### src/rtl/handoff_pkg.sv
package handoff_pkg;

  typedef enum logic [2:0] {
    ARB_IDLE  = 3'd0,
    ARB_GRANT = 3'd1,
    ARB_HOLD  = 3'd2,
    ARB_DROP  = 3'd3,
    ARB_WAIT  = 3'd4
  } arbState_t;

  typedef struct packed {
    logic grantOn;
    logic releaseOn;
  } arbStrobe_t;

endpackage

### src/rtl/handoff_sync.sv
module handoff_sync #(
  parameter int STAGES = 2,
  parameter int WIDTH  = 2
) (
  input  logic             clk,
  input  logic             rstN,
  input  logic [WIDTH-1:0] asyncIn,
  output logic [WIDTH-1:0] syncOut
);

  logic [WIDTH-1:0] stageQ [STAGES];

  generate
    for (genvar s = 0; s < STAGES; s++) begin : g_stage
      if (s == 0) begin : g_first
        always_ff @(posedge clk or negedge rstN) begin
          if (!rstN) stageQ[s] <= '0;
          else       stageQ[s] <= asyncIn;
        end
      end else begin : g_next
        always_ff @(posedge clk or negedge rstN) begin
          if (!rstN) stageQ[s] <= '0;
          else       stageQ[s] <= stageQ[s-1];
        end
      end
    end
  endgenerate

  assign syncOut = stageQ[STAGES-1];

endmodule

### src/rtl/handoff_ctrl.sv
module handoff_ctrl
  import handoff_pkg::*;
(
  input  logic       clk,
  input  logic       rstN,
  input  logic       reqEff,
  input  logic       ackSync,
  output arbStrobe_t strobe
);

  arbState_t stateQ, stateD;

  always_comb begin
    stateD = stateQ;
    unique case (stateQ)
      ARB_IDLE:  if (reqEff) stateD = ARB_GRANT;
      ARB_GRANT: stateD = ARB_HOLD;
      ARB_HOLD:  if (ackSync || !reqEff) stateD = ARB_DROP;
      ARB_DROP:  stateD = ARB_WAIT;
      ARB_WAIT: begin
        if (!ackSync) stateD = reqEff ? ARB_GRANT : ARB_IDLE;
      end
      default:   stateD = ARB_IDLE;
    endcase
  end

  always_ff @(posedge clk or negedge rstN) begin
    if (!rstN) stateQ <= ARB_IDLE;
    else       stateQ <= stateD;
  end

  always_comb begin
    strobe = '0;
    unique case (stateQ)
      ARB_GRANT, ARB_HOLD: begin
        strobe.grantOn   = 1'b1;
        strobe.releaseOn = 1'b1;
      end
      ARB_DROP, ARB_WAIT: begin
        strobe.grantOn   = 1'b0;
        strobe.releaseOn = 1'b1;
      end
      default: strobe = '0;
    endcase
  end

endmodule

### src/rtl/handoff_dp.sv
module handoff_dp
  import handoff_pkg::*;
#(
  parameter int SYNC_STAGES = 2
) (
  input  logic       clk,
  input  logic       rstN,
  input  logic       busReqIn,
  input  logic       grantAckIn,
  input  logic       rmwActive,
  input  arbStrobe_t strobe,
  output logic       reqEff,
  output logic       ackSync,
  output logic       busGrantOut,
  output logic       driversOff
);

  localparam int SYNC_WIDTH = 2;

  logic [SYNC_WIDTH-1:0] rawIn;
  logic [SYNC_WIDTH-1:0] syncIn;
  logic                  grantPinQ;

  assign rawIn = {grantAckIn, busReqIn};

  handoff_sync #(
    .STAGES(SYNC_STAGES),
    .WIDTH (SYNC_WIDTH)
  ) u_sync (
    .clk    (clk),
    .rstN   (rstN),
    .asyncIn(rawIn),
    .syncOut(syncIn)
  );

  // read-modify-write masks the resynchronized request
  assign reqEff  = syncIn[0] & ~rmwActive;
  assign ackSync = syncIn[1];

  // grant pin retimed to the falling edge after the state change
  always_ff @(negedge clk or negedge rstN) begin
    if (!rstN) grantPinQ <= 1'b0;
    else       grantPinQ <= strobe.grantOn;
  end

  assign busGrantOut = grantPinQ;
  assign driversOff  = strobe.releaseOn;

endmodule

### src/rtl/handoff_arb.sv
module handoff_arb
  import handoff_pkg::*;
#(
  parameter int SYNC_STAGES = 2
) (
  input  logic clk,
  input  logic rstN,
  input  logic busReqIn,
  input  logic grantAckIn,
  input  logic rmwActive,
  output logic busGrantOut,
  output logic driversOff
);

  arbStrobe_t strobe;
  logic       reqEff;
  logic       ackSync;
  logic       grantInt;

  handoff_ctrl u_ctrl (
    .clk    (clk),
    .rstN   (rstN),
    .reqEff (reqEff),
    .ackSync(ackSync),
    .strobe (strobe)
  );

  handoff_dp #(
    .SYNC_STAGES(SYNC_STAGES)
  ) u_dp (
    .clk        (clk),
    .rstN       (rstN),
    .busReqIn   (busReqIn),
    .grantAckIn (grantAckIn),
    .rmwActive  (rmwActive),
    .strobe     (strobe),
    .reqEff     (reqEff),
    .ackSync    (ackSync),
    .busGrantOut(busGrantOut),
    .driversOff (driversOff)
  );

  assign grantInt = strobe.grantOn;

endmodule


### config.mk
export PLATFORM = sky130hd
export DESIGN_NAME = handoff_arb
export DESIGN_NICKNAME = d
export VERILOG_FILES = /design/src/rtl/handoff_pkg.sv /design/src/rtl/handoff_sync.sv /design/src/rtl/handoff_ctrl.sv /design/src/rtl/handoff_dp.sv /design/src/rtl/handoff_arb.sv
export SDC_FILE = /design/constraint.sdc
export NUM_CORES = 1
export LEC_CHECK = 0
export ABC_AREA = 1
export BUFFER_PORTS_ARGS = -buffer_cell sky130_fd_sc_hd__buf_2
export CORE_AREA = 2 2 39 41
export CTS_BUF_LIST = sky130_fd_sc_hd__clkbuf_8 sky130_fd_sc_hd__clkbuf_16
export DETAILED_ROUTE_END_ITERATION = 12
export DIE_AREA = 0 0 41 43
export HOLD_SLACK_MARGIN = 0.06
export PLACE_DENSITY = 0.37
export SETUP_SLACK_MARGIN = 0.5
export SYNTH_ARGS = -nofsm -noshare
export SYNTH_HDL_FRONTEND = slang
export SYNTH_SLANG_ARGS = --single-unit
### constraint.sdc
create_clock -name clk -period 1.2 [get_ports clk]
set_input_delay 0 -clock clk [delete_from_list [all_inputs] [get_ports clk]]
set_output_delay 0 -clock clk [all_outputs]
set_load 0.02 [all_outputs]
==> reports/metrics.csv, run 1 <==
stage,metric,value,unit
clock_network,clk_latency,250,ps
route,antenna_left,0,
synth,syn_nets,35,
synth,seq_area_frac_synth,66.4,%
setup_path,slowest_stage,dfrtn_1,
route,drt-pass1-iter-count,4,
place,portBuffers,6,
global_routing,grt_use_total,10.8,%
global_routing,antenna_found_initial,0,
clock_network,htreeDepth,1,
sta,rsz0062_at_grt,yes,
power,irDropWorstVdd,1550,µV
finish,fin_cells,69,
route,vias,279,
flow_run,maxCapViolations,0,
route,drt_first_iter_violations,2,
setup_path,worstSetupPathType,reg2out,
setup_path,start_kind,flip-flop,
synth,synth_area,302,µm²
setup_path,crit_path_max_fanout,1,
clock_network,ctsHoldBuffers,3,
synth,synth_cell_type_count,10,
power,power_leakage,0.282,nW
global_routing,grt-ovfl-total,0,
floorplanning,die_h,43,µm
clock_network,clock_tree.root_cell,clkbuf_8,
outcome,outcome,"finished, violations left",
floorplanning,fp.coreArea,1380,µm²
place,hpwl,476,µm
sta,slew_headroom,78.4,%
sta,maxSlewViolCount,0,
setup_path,timing.critical_path.buf_inv,1,
finish,fillCellCount,139,
setup_path,crit_chain,buf_6,
floorplanning,io_pins,7,
sta,hold_slack,16.5,ps
route,totalWireLength,636,µm
global_routing,grt_pass1_wl,1150,µm
clock_network,ctsLongestPathBuffers,2,
synth,ys_ff_latch,8,
hold_path,hold_class,in2async,
clock_network,cts_tree,done,
finish,area_delta_synth_final,90.0,%
finish,final_nets,59,
sta,final.setup.tns,-331,ps
clock_network,cts_buffers,3,
sta,worst_slack,-168,ps
sta,setup_viol,3,
route,routedWlPerCell,9.22,µm
finish,drive_above_1_share,58.5,%
setup_path,arrival,1370,ps
sta,hold_viol_final,0,
floorplanning,start_util,21.8,%
setup_path,crit_family,flip-flops,
finish,fin_util,41.4,%
floorplanning,fp-row-count,14,
clock_network,cts_sinks,8,
power,p_per_area,2710,nW/µm²
synth,yosys_warnings,0,
place,pre_cts_ws,-177,ps
route,post-route-drc-count,0,
global_routing,grt_max_degree,8,
setup_path,slowest_delay,400,ps
setup_path,cp.required,1200,ps
synth,synth_cells,30,
place,dpl.cell_count,58,
finish,antennaDiodeCount,0,
route,vias_per_cell,4.04,
sta,worst_slew_pin_slew,324,ps
sta,finClkSkew,22.0,ps
floorplanning,fp.dieW,41,µm
setup_path,endpoint_kind,output port,
synth,syn_area_per_cell,10.1,µm²
global_routing,grt_pass1_vias,305,
outcome,violations,negative setup slack,
place,place_congestion,0.682,
floorplanning,dieArea,1760,µm²
clock_network,clk_pin_slew,30,ps
## layout by cell type, fill, tap and decap left out
| cell type | n |
|---|---|
| dfrtp_1 | 7 |
| buf_6 | 6 |
| nand2_1 | 1 |
| dlygate4sd3_1 | 3 |
| a21oi_1 | 1 |
| buf_4 | 6 |
| inv_1 | 4 |
| nand3_4 | 1 |
| dfrtn_1 | 1 |
| nor2_1 | 3 |
| nand3_2 | 2 |
| nand3_1 | 2 |
| nor2_2 | 1 |
| nor2_4 | 1 |
| o21ai_2 | 1 |
| clkbuf_8 | 3 |
| a21oi_2 | 2 |
| buf_2 | 4 |
| inv_2 | 1 |
| nand2_2 | 3 |
## worst register-to-register path, delay by kind of cell (launching register included)
kind | cells | cell delay, ps
flip-flops | 1 | 410
AO/OA/AOI/OAI | 2 | 220
## metrics by stage
stage | instance area [µm²] | total power [mW]
2_1_floorplan | 305 | 0.641
3_3_place_gp | 400 | 0.867
3_5_place_dp | 400 | 0.889
4_1_cts | 539 | 1.45
5_1_grt | 573 | 1.68
6_report | 573 | 1.55
## logic make-up after synthesis
group                  count (synthesis)  synth area share, %
buffers and inverters                  4                 4.98
AO/OA/AOI/OAI                          4                 6.64
AND/OR/NAND/NOR                       14                 22.0
flip-flops                             8                 66.4
## cell usage after synthesis
cell type	instances	area, µm²
a21oi_1	3	15.0
dfrtn_1	1	25.0
dfrtp_1	7	175
inv_1	4	15.0
nand2_1	4	15.0
nand3_1	4	20.0
nand3_2	1	10.0
nor2_1	4	15.0
nor2_2	1	6.26
o21ai_0	1	5.00
## layout make-up
| class | count | area [µm²] | share of cell area, % |
|---|---|---|---|
| flip-flops and latches | 8 | 200 | 34.9 |
| repair buffers | 19 | 163 | 28.4 |
| multi-input cells | 18 | 130 | 22.7 |
| clock buffers | 3 | 41.3 | 7.21 |
| well taps | 16 | 20.0 | 3.49 |
| inverters | 4 | 15.0 | 2.62 |
| clock inverters | 1 | 3.75 | 0.655 |
## per-layer routing
metal | GRT usage [%] | vias up | wire length [µm]
met5 | 0 | - | 0
met4 | 10.0 | 0 | 8
met3 | 4.71 | 2 | 33
met2 | 15.6 | 8 | 353
met1 | 10.8 | 126 | 241
li1 | - | 143 | -
## sequential cells by signal (all words and copies together) (netlist names)
register	flops
u_dp.u_sync.syncOut	2
u_dp.u_sync.stageQ	2
u_ctrl.stateQ	3
u_dp.busGrantOut	1
## what timing repair did
item | 4_1_cts | 5_1_grt
pin swaps | 3 | 5
setup buffers | 2 | 2
setup endpoints to repair | 6 | 6
resized for setup | 13 | 6
endpoints found under the hold margin | 9 | 1
gates cloned | 0 | 0
## report_power, final
part,switching (mW),total (mW),internal (mW)
Sequential,0.0549,0.399,0.344
Clock,0.103,0.324,0.221
Combinational,0.368,0.830,0.462
Total,0.526,1.55,1.03
## path summary, 6_finish.rpt
kind / start / endpoint / slack (ps) / cells after the start
setup reg to reg: u_ctrl.stateQ[0] / u_dp.busGrantOut / -160 / 2
min in group clk: rmwActive / u_ctrl.stateQ[0] / 150 / 4
setup / recovery: u_dp.busGrantOut / busGrantOut / -170 / 1
hold reg to reg: u_dp.u_sync.stageQ[2] / u_dp.u_sync.syncOut[0] / 340 / 0
hold / removal: rstN / u_dp.busGrantOut / 20 / 1
max in group asynchronous: rstN / u_ctrl.stateQ[1] / 740 / 2
Note: power is estimated with default switching activity, not from simulation.
==> inputs of run 2 (changes only) <==
CELL_PAD_IN_SITES_DETAIL_PLACEMENT = 1   (was unset)
CELL_PAD_IN_SITES_GLOBAL_PLACEMENT = 1   (was unset)
CORE_AREA = 4 4 41 43   (was 2 2 39 41)
DIE_AREA = 0 0 45 47   (was 0 0 41 43)
PLACE_DENSITY = 0.46   (was 0.37)
==> run 2 against run 1 <==
Effect of this change:
- combinational power grew 8.8%
- clock power decreased by 1%
- critical endpoint is now u_dp.busGrantOut
- count of clock-buffer cells in the layout unchanged
- global-route usage is 2.3 points lower
- non-clock buffer count increased by 4
- largest power group unchanged
- design area is 0.65% higher
- the run still ends with negative setup slack left
- first-iteration DRC count decreased by 100%
==> reports/metrics.csv, run 2 (same netlist as run 1, synthesis figures left out) <==
stage,metric,value,unit,change
place,dpl.cell_count,57,,-1.7%
sta,worst_slew_pin_slew,316,ps,-7.49 ps
floorplanning,fp-row-count,13,,-1
power,intPower,1.08,mW,+5.5%
setup_path,start_kind,flip-flop,,
route,antenna_left,0,,unchanged
clock_network,clk_latency,240,ps,about the same
setup_path,crit-reg2reg-launch,u_ctrl.stateQ[0],,
power,power,1.63,mW,+4.8%
clock_network,ctsLongestPathBuffers,2,,unchanged
finish,area_delta_synth_final,91.3,%,
setup_path,timing.critical_path.buf_inv,0,,-1
global_routing,antenna_found_initial,0,,unchanged
power,p_per_area,2820,nW/µm²,+4.1%
finish,largest_register_ffs,3,,unchanged
sta,slew_headroom,78.9,%,+0.50 points
setup_path,crit_family,flip-flops,,
setup_path,worstSetupPathType,reg2reg,,
power,seq_power_share,24.9,%,-0.8 points
global_routing,grt_pass1_wl,1300,µm,+13%
global_routing,met3_usage,1.15,%,-3.6 points
power,power_leakage,0.294,nW,+3.9%
finish,fin_cells,72,,+4.3%
route,post-route-drc-count,0,,unchanged
route,drt_first_iter_violations,0,,-2
floorplanning,fp.coreArea,1300,µm²,-6.0%
floorplanning,start_util,23.2,%,+1.4 points
global_routing,grt_max_degree,8,,unchanged
power,irDropWorstVdd,1010,µV,-35%
setup_path,slowest_stage,dfrtp_1,,
global_routing,grt-busiest-layer,met2,,
setup_path,r2r_slack,-170,ps,about the same
clock_network,clk_pin_slew,40,ps,about the same
hold_path,hold_class,in2async,,
floorplanning,io_pins,7,,unchanged
sta,hold_viol_final,0,,unchanged
place,pre_cts_ws,-179,ps,-1.82 ps
finish,drive_above_1_share,52.6,%,-5.9 points
clock_network,cts_tree,done,,
outcome,violations,negative setup slack,,
global_routing,grt-ovfl-total,0,,unchanged
place,portBuffers,6,,unchanged
sta,worst_slack,-169,ps,-0.958 ps
global_routing,grt_pass1_vias,323,,+5.9%
clock_network,ctsHoldBuffers,3,,unchanged
setup_path,r2r-end,u_dp.busGrantOut,,
place,place_congestion,0.631,,-7.4%
setup_path,crit_chain,o21ai_2 > a21oi_1,,
setup_path,r2r_cells,2,,unchanged
route,totalWireLength,822,µm,+29%
route,vias,294,,+5.4%
finish,antennaDiodeCount,0,,unchanged
sta,finClkSkew,22.4,ps,+0.437 ps
setup_path,endpoint_kind,flip-flop,,
clock_network,clock_tree.root_cell,clkbuf_8,,
power,netSwitchingPower,545,µW,+3.5%
floorplanning,die_h,47,µm,+9.3%
setup_path,slowest_delay,410,ps,about the same
setup_path,arrival,860,ps,-510 ps
route,drt-pass1-iter-count,1,,-3
clock_network,htreeDepth,1,,unchanged
clock_network,cts_sinks,8,,unchanged
power,clock_power_share,19.7,%,-1.2 points
power,combPwrFrac,55.5,%,+2.1 points
finish,regMostFlops,u_ctrl.stateQ,,
finish,final_nets,63,,+6.8%
setup_path,crit_cells,2,,+1
sta,maxSlewViolCount,0,,unchanged
global_routing,grtUsageMet1,9.09,%,-1.7 points
power,switching_share,33.5,%,-0.42 points
flow_run,maxCapViolations,0,,unchanged
outcome,outcome,"finished, violations left",,
sta,rsz0062_at_grt,yes,,
sta,setup_viol,3,,unchanged
finish,fin_util,44.3,%,+2.9 points
route,vias_per_cell,4.08,,+0.99%
floorplanning,dieArea,2120,µm²,+20%
floorplanning,fp.dieW,45,µm,+9.8%
setup_path,cp.required,690,ps,-510 ps
finish,final_common_cell,buf_4,,
setup_path,crit_path_max_fanout,3,,+2
finish,final_cell_mix,"11 x buf_4, 7 x dfrtp_1, 5 x buf_6",,
global_routing,grt_use_total,8.53,%,-2.3 points
route,routedWlPerCell,11.4,µm,+24%
global_routing,grt_use_met2,15.8,%,+0.19 points
clock_network,cts_buffers,3,,unchanged
==> run 2: cell types whose count changed in the layout (fill, tap and decap cells not counted), sizes merged <==
cell,previous run,this run
buf,16,20
==> run 2: cell type report <==
class / count / area [µm²]
clock buffer: 3 / 41.3
fill: 154 / 724
tap: 15 / 18.8
sequential: 8 / 200
multi-input combinational: 18 / 109
timing repair buffer: 23 / 189
inverter: 4 / 15.0
clock inverter: 1 / 3.75
==> run 2: power by group through the flow <==
stage | clock (mW) | sequential, mW | combinational (mW)
after CTS | 0.332 | 0.401 | 0.759
final | 0.320 | 0.405 | 0.903
after global placement | 0 | 0.390 | 0.483
after detailed placement | 0 | 0.395 | 0.509
after global routing | 0.353 | 0.411 | 0.972
after floorplan | 0 | 0.437 | 0.204
==> run 2: how the worst max path moves through the flow <==
| stage | end | startpoint |
|---|---|---|
| floorplan | u_dp.busGrantOut | u_ctrl.stateQ[0] |
| global placement | u_dp.busGrantOut | u_ctrl.stateQ[0] |
| detailed placement | u_dp.busGrantOut | u_ctrl.stateQ[0] |
| CTS | u_dp.busGrantOut | u_ctrl.stateQ[1] |
| global route | u_dp.busGrantOut | u_ctrl.stateQ[0] |
| finish | u_dp.busGrantOut | u_ctrl.stateQ[0] |
==> run 2: metrics by stage <==
step / hold WS (ps) / setup TNS [ps] / instance area (µm²)
detailed placement: -153 / -179 / 399
CTS: 21.9 / -317 / 536
finish: 24.0 / -388 / 577
floorplan: -296 / -201 / 305
global placement: -157 / -137 / 399
global route: 19.4 / -507 / 577
==> run 2: layer usage <==
| metal | up-vias | share of wire [%] | routed length [µm] |
|---|---|---|---|
| li1 | 149 | - | - |
| met1 | 142 | 36 | 299 |
| met3 | 0 | 1.7 | 14 |
| met4 | 0 | 0 | 0 |
| met5 | - | 0 | 0 |
| met2 | 3 | 62 | 509 |
==> run 2: worst reg2reg max path: cells and delay by family (launching register included) <==
family / cells / cell delay, ps
AO/OA/AOI/OAI: 2 / 230
flip-flops: 1 / 410
==> run 2: timing repair <==
| item | CTS | global route |
|---|---|---|
| hold endpoints to repair | 9 | 1 |
| gates resized for setup | 10 | 3 |
| pin swaps | 1 | 0 |
| setup buffers | 4 | 4 |
| setup endpoints to repair | 6 | 6 |
==> inputs of run 3 (changes only) <==
--- a/config.mk
+++ b/config.mk
@@ -15,3 +15,3 @@
 export DIE_AREA = 0 0 45 47
-export HOLD_SLACK_MARGIN = 0.06
+export HOLD_SLACK_MARGIN = 0.1
 export PLACE_DENSITY = 0.46
--- a/constraint.sdc
+++ b/constraint.sdc
@@ -3,2 +3,2 @@
 set_output_delay 0 -clock clk [all_outputs]
-set_load 0.02 [all_outputs]
+set_load 0.01 [all_outputs]
==> run 3 against run 2 <==
Effect of this change:
- the run still ends with negative setup slack left
- critical path depth unchanged
- worst hold slack better by 120 ps
- clock power about the same
- routed wire length down 4.7%
- setup slack better by 16 ps
- utilization down 2.1 points
- combinational power down 18%
- final cell count down 2.8%
- via count down 2.0%
- critical path type unchanged
- critical endpoint unchanged
- largest power group unchanged
==> reports/metrics.csv, run 3 (same netlist as run 1, synthesis figures left out) <==
stage,metric,value,unit,change
clock_network,ctsLongestPathBuffers,2,,unchanged
setup_path,endpoint_kind,flip-flop,,
finish,final_common_cell,buf_4,,
clock_network,cts_tree,done,,
sta,worst_slack,-153,ps,+15.6 ps
place,portBuffers,6,,unchanged
route,drt-pass1-iter-count,4,,+3
route,vias_per_cell,4.11,,+0.76%
outcome,violations,negative setup slack,,
hold_path,hold_class,in2reg,,
setup_path,worstSetupPathType,reg2reg,,
floorplanning,start_util,23.2,%,unchanged
finish,fillCellCount,152,,-1.3%
floorplanning,fp-row-count,13,,unchanged
setup_path,crit_start,u_ctrl.stateQ[0],,
power,p_per_area,2650,nW/µm²,-6.2%
finish,largest_register_ffs,3,,unchanged
clock_network,cts_sinks,8,,unchanged
clock_network,htreeDepth,1,,unchanged
setup_path,crit-reg2reg-launch,u_ctrl.stateQ[0],,
sta,worst_slew_pin_slew,353,ps,+37.4 ps
finish,area_delta_synth_final,82.2,%,
floorplanning,die_h,47,µm,unchanged
global_routing,antenna_found_initial,0,,unchanged
setup_path,cp.required,680,ps,about the same
power,power,1.45,mW,-11%
outcome,outcome,"finished, violations left",,
finish,final_cell_mix,"9 x buf_4, 7 x dfrtp_1, 6 x buf_2",,
setup_path,r2r_cells,2,,unchanged
finish,antennaDiodeCount,0,,unchanged
floorplanning,io_pins,7,,unchanged
finish,drive_above_1_share,50.9,%,-1.7 points
finish,final_nets,61,,-3.2%
sta,setup_viol,4,,+1
setup_path,r2r_slack,-150,ps,+20 ps
global_routing,grt_max_degree,9,,+1
clock_network,clk_latency,240,ps,about the same
sta,hold_slack,139,ps,+115 ps
place,place_congestion,0.631,,unchanged
global_routing,grt-ovfl-total,0,,unchanged
route,drt_first_iter_violations,2,,+2
sta,final.setup.tns,-449,ps,-61.0 ps
clock_network,cts_buffers,3,,unchanged
global_routing,grt_pass1_wl,1320,µm,+2.1%
power,irDropWorstVdd,985,µV,-2.1%
clock_network,clock_tree.root_cell,clkbuf_8,,
floorplanning,fp.dieW,45,µm,unchanged
route,post-route-drc-count,0,,unchanged
sta,slew_headroom,76.4,%,-2.5 points
global_routing,grt_use_total,8.69,%,+0.16 points
setup_path,r2r-end,u_dp.busGrantOut,,
setup_path,arrival,830,ps,-30 ps
route,routedWlPerCell,11.2,µm,-2.0%
setup_path,crit_path_max_fanout,3,,unchanged
sta,rsz0062_at_grt,yes,,
power,power_leakage,0.285,nW,-2.8%
setup_path,start_kind,flip-flop,,
floorplanning,fp.coreArea,1300,µm²,unchanged
setup_path,worstSetupEndpoint,u_dp.busGrantOut,,
global_routing,grt_pass1_vias,337,,+4.3%
route,antenna_left,0,,unchanged
flow_run,maxCapViolations,0,,unchanged
clock_network,clk_pin_slew,40,ps,about the same
route,totalWireLength,783,µm,-4.7%
finish,regMostFlops,u_ctrl.stateQ,,
route,vias,288,,-2.0%
hold_path,hp-start,rmwActive,,
sta,hold_viol_final,0,,unchanged
sta,finClkSkew,22.5,ps,+0.0367 ps
floorplanning,dieArea,2120,µm²,unchanged
sta,maxSlewViolCount,0,,unchanged
## run 3: final cells by class
cell class / count / area, µm² / share of cell area (%)
sequential: 8 / 200 / 36.4
timing repair buffer: 21 / 161 / 29.4
multi-input combinational: 18 / 109 / 19.8
clock buffer: 3 / 41.3 / 7.52
tap: 15 / 18.8 / 3.42
inverter: 4 / 15.0 / 2.73
clock inverter: 1 / 3.75 / 0.683
## run 3: worst max-delay path: stages, from the launching register on
cell     delay, ps
dfrtp_1        400
o21ai_2        160
a21oi_1         60
## run 3: power breakdown
| group | total [mW] | leakage (nW) | switching (mW) | internal, mW |
|---|---|---|---|---|
| combinational | 0.743 | 0.163 | 0.328 | 0.416 |
| sequential | 0.391 | 0.0958 | 0.0474 | 0.344 |
| clock | 0.319 | 0.0269 | 0.0986 | 0.221 |
## run 3: metal layers
layer | part of all wire (%) | track usage (%)
met3 | 2.3 | 1.15
met5 | 0 | 0
met2 | 57 | 16.4
met4 | 0 | 5.26
met1 | 40 | 9.09
## run 3: how the worst min path moves through the flow
stage / to / slack (ps) / depth (start not counted)
after global placement: u_dp.u_sync.stageQ[2] / -160 / 1
final: u_ctrl.stateQ[0] / 140 / 4
after floorplan: u_ctrl.stateQ[0] / -300 / 0
after detailed placement: u_dp.u_sync.stageQ[2] / -150 / 1
after CTS: u_ctrl.stateQ[0] / 140 / 4
after global routing: u_ctrl.stateQ[0] / 160 / 4
## run 3: repair_timing
item                                    CTS  global route
endpoints found under the hold margin    10             8
buffers inserted                          6             0
pin swaps                                 2             0
resized for setup                         5             3
gates cloned                              0             0
endpoints found under the setup margin    6             7
hold buffers                              3             1
## run 3: through the flow
stage / instances / setup slack, ps / util [%] / instance area [µm²]
5_1_grt: 70 / -196 / 42.2 / 549
2_1_floorplan: 30 / -201 / - / 305
4_1_cts: 70 / -146 / 41.3 / 537
3_5_place_dp: 57 / -179 / 30.7 / 399
6_report: 70 / -153 / 42.2 / 549
3_3_place_gp: 57 / -137 / 30.7 / 399
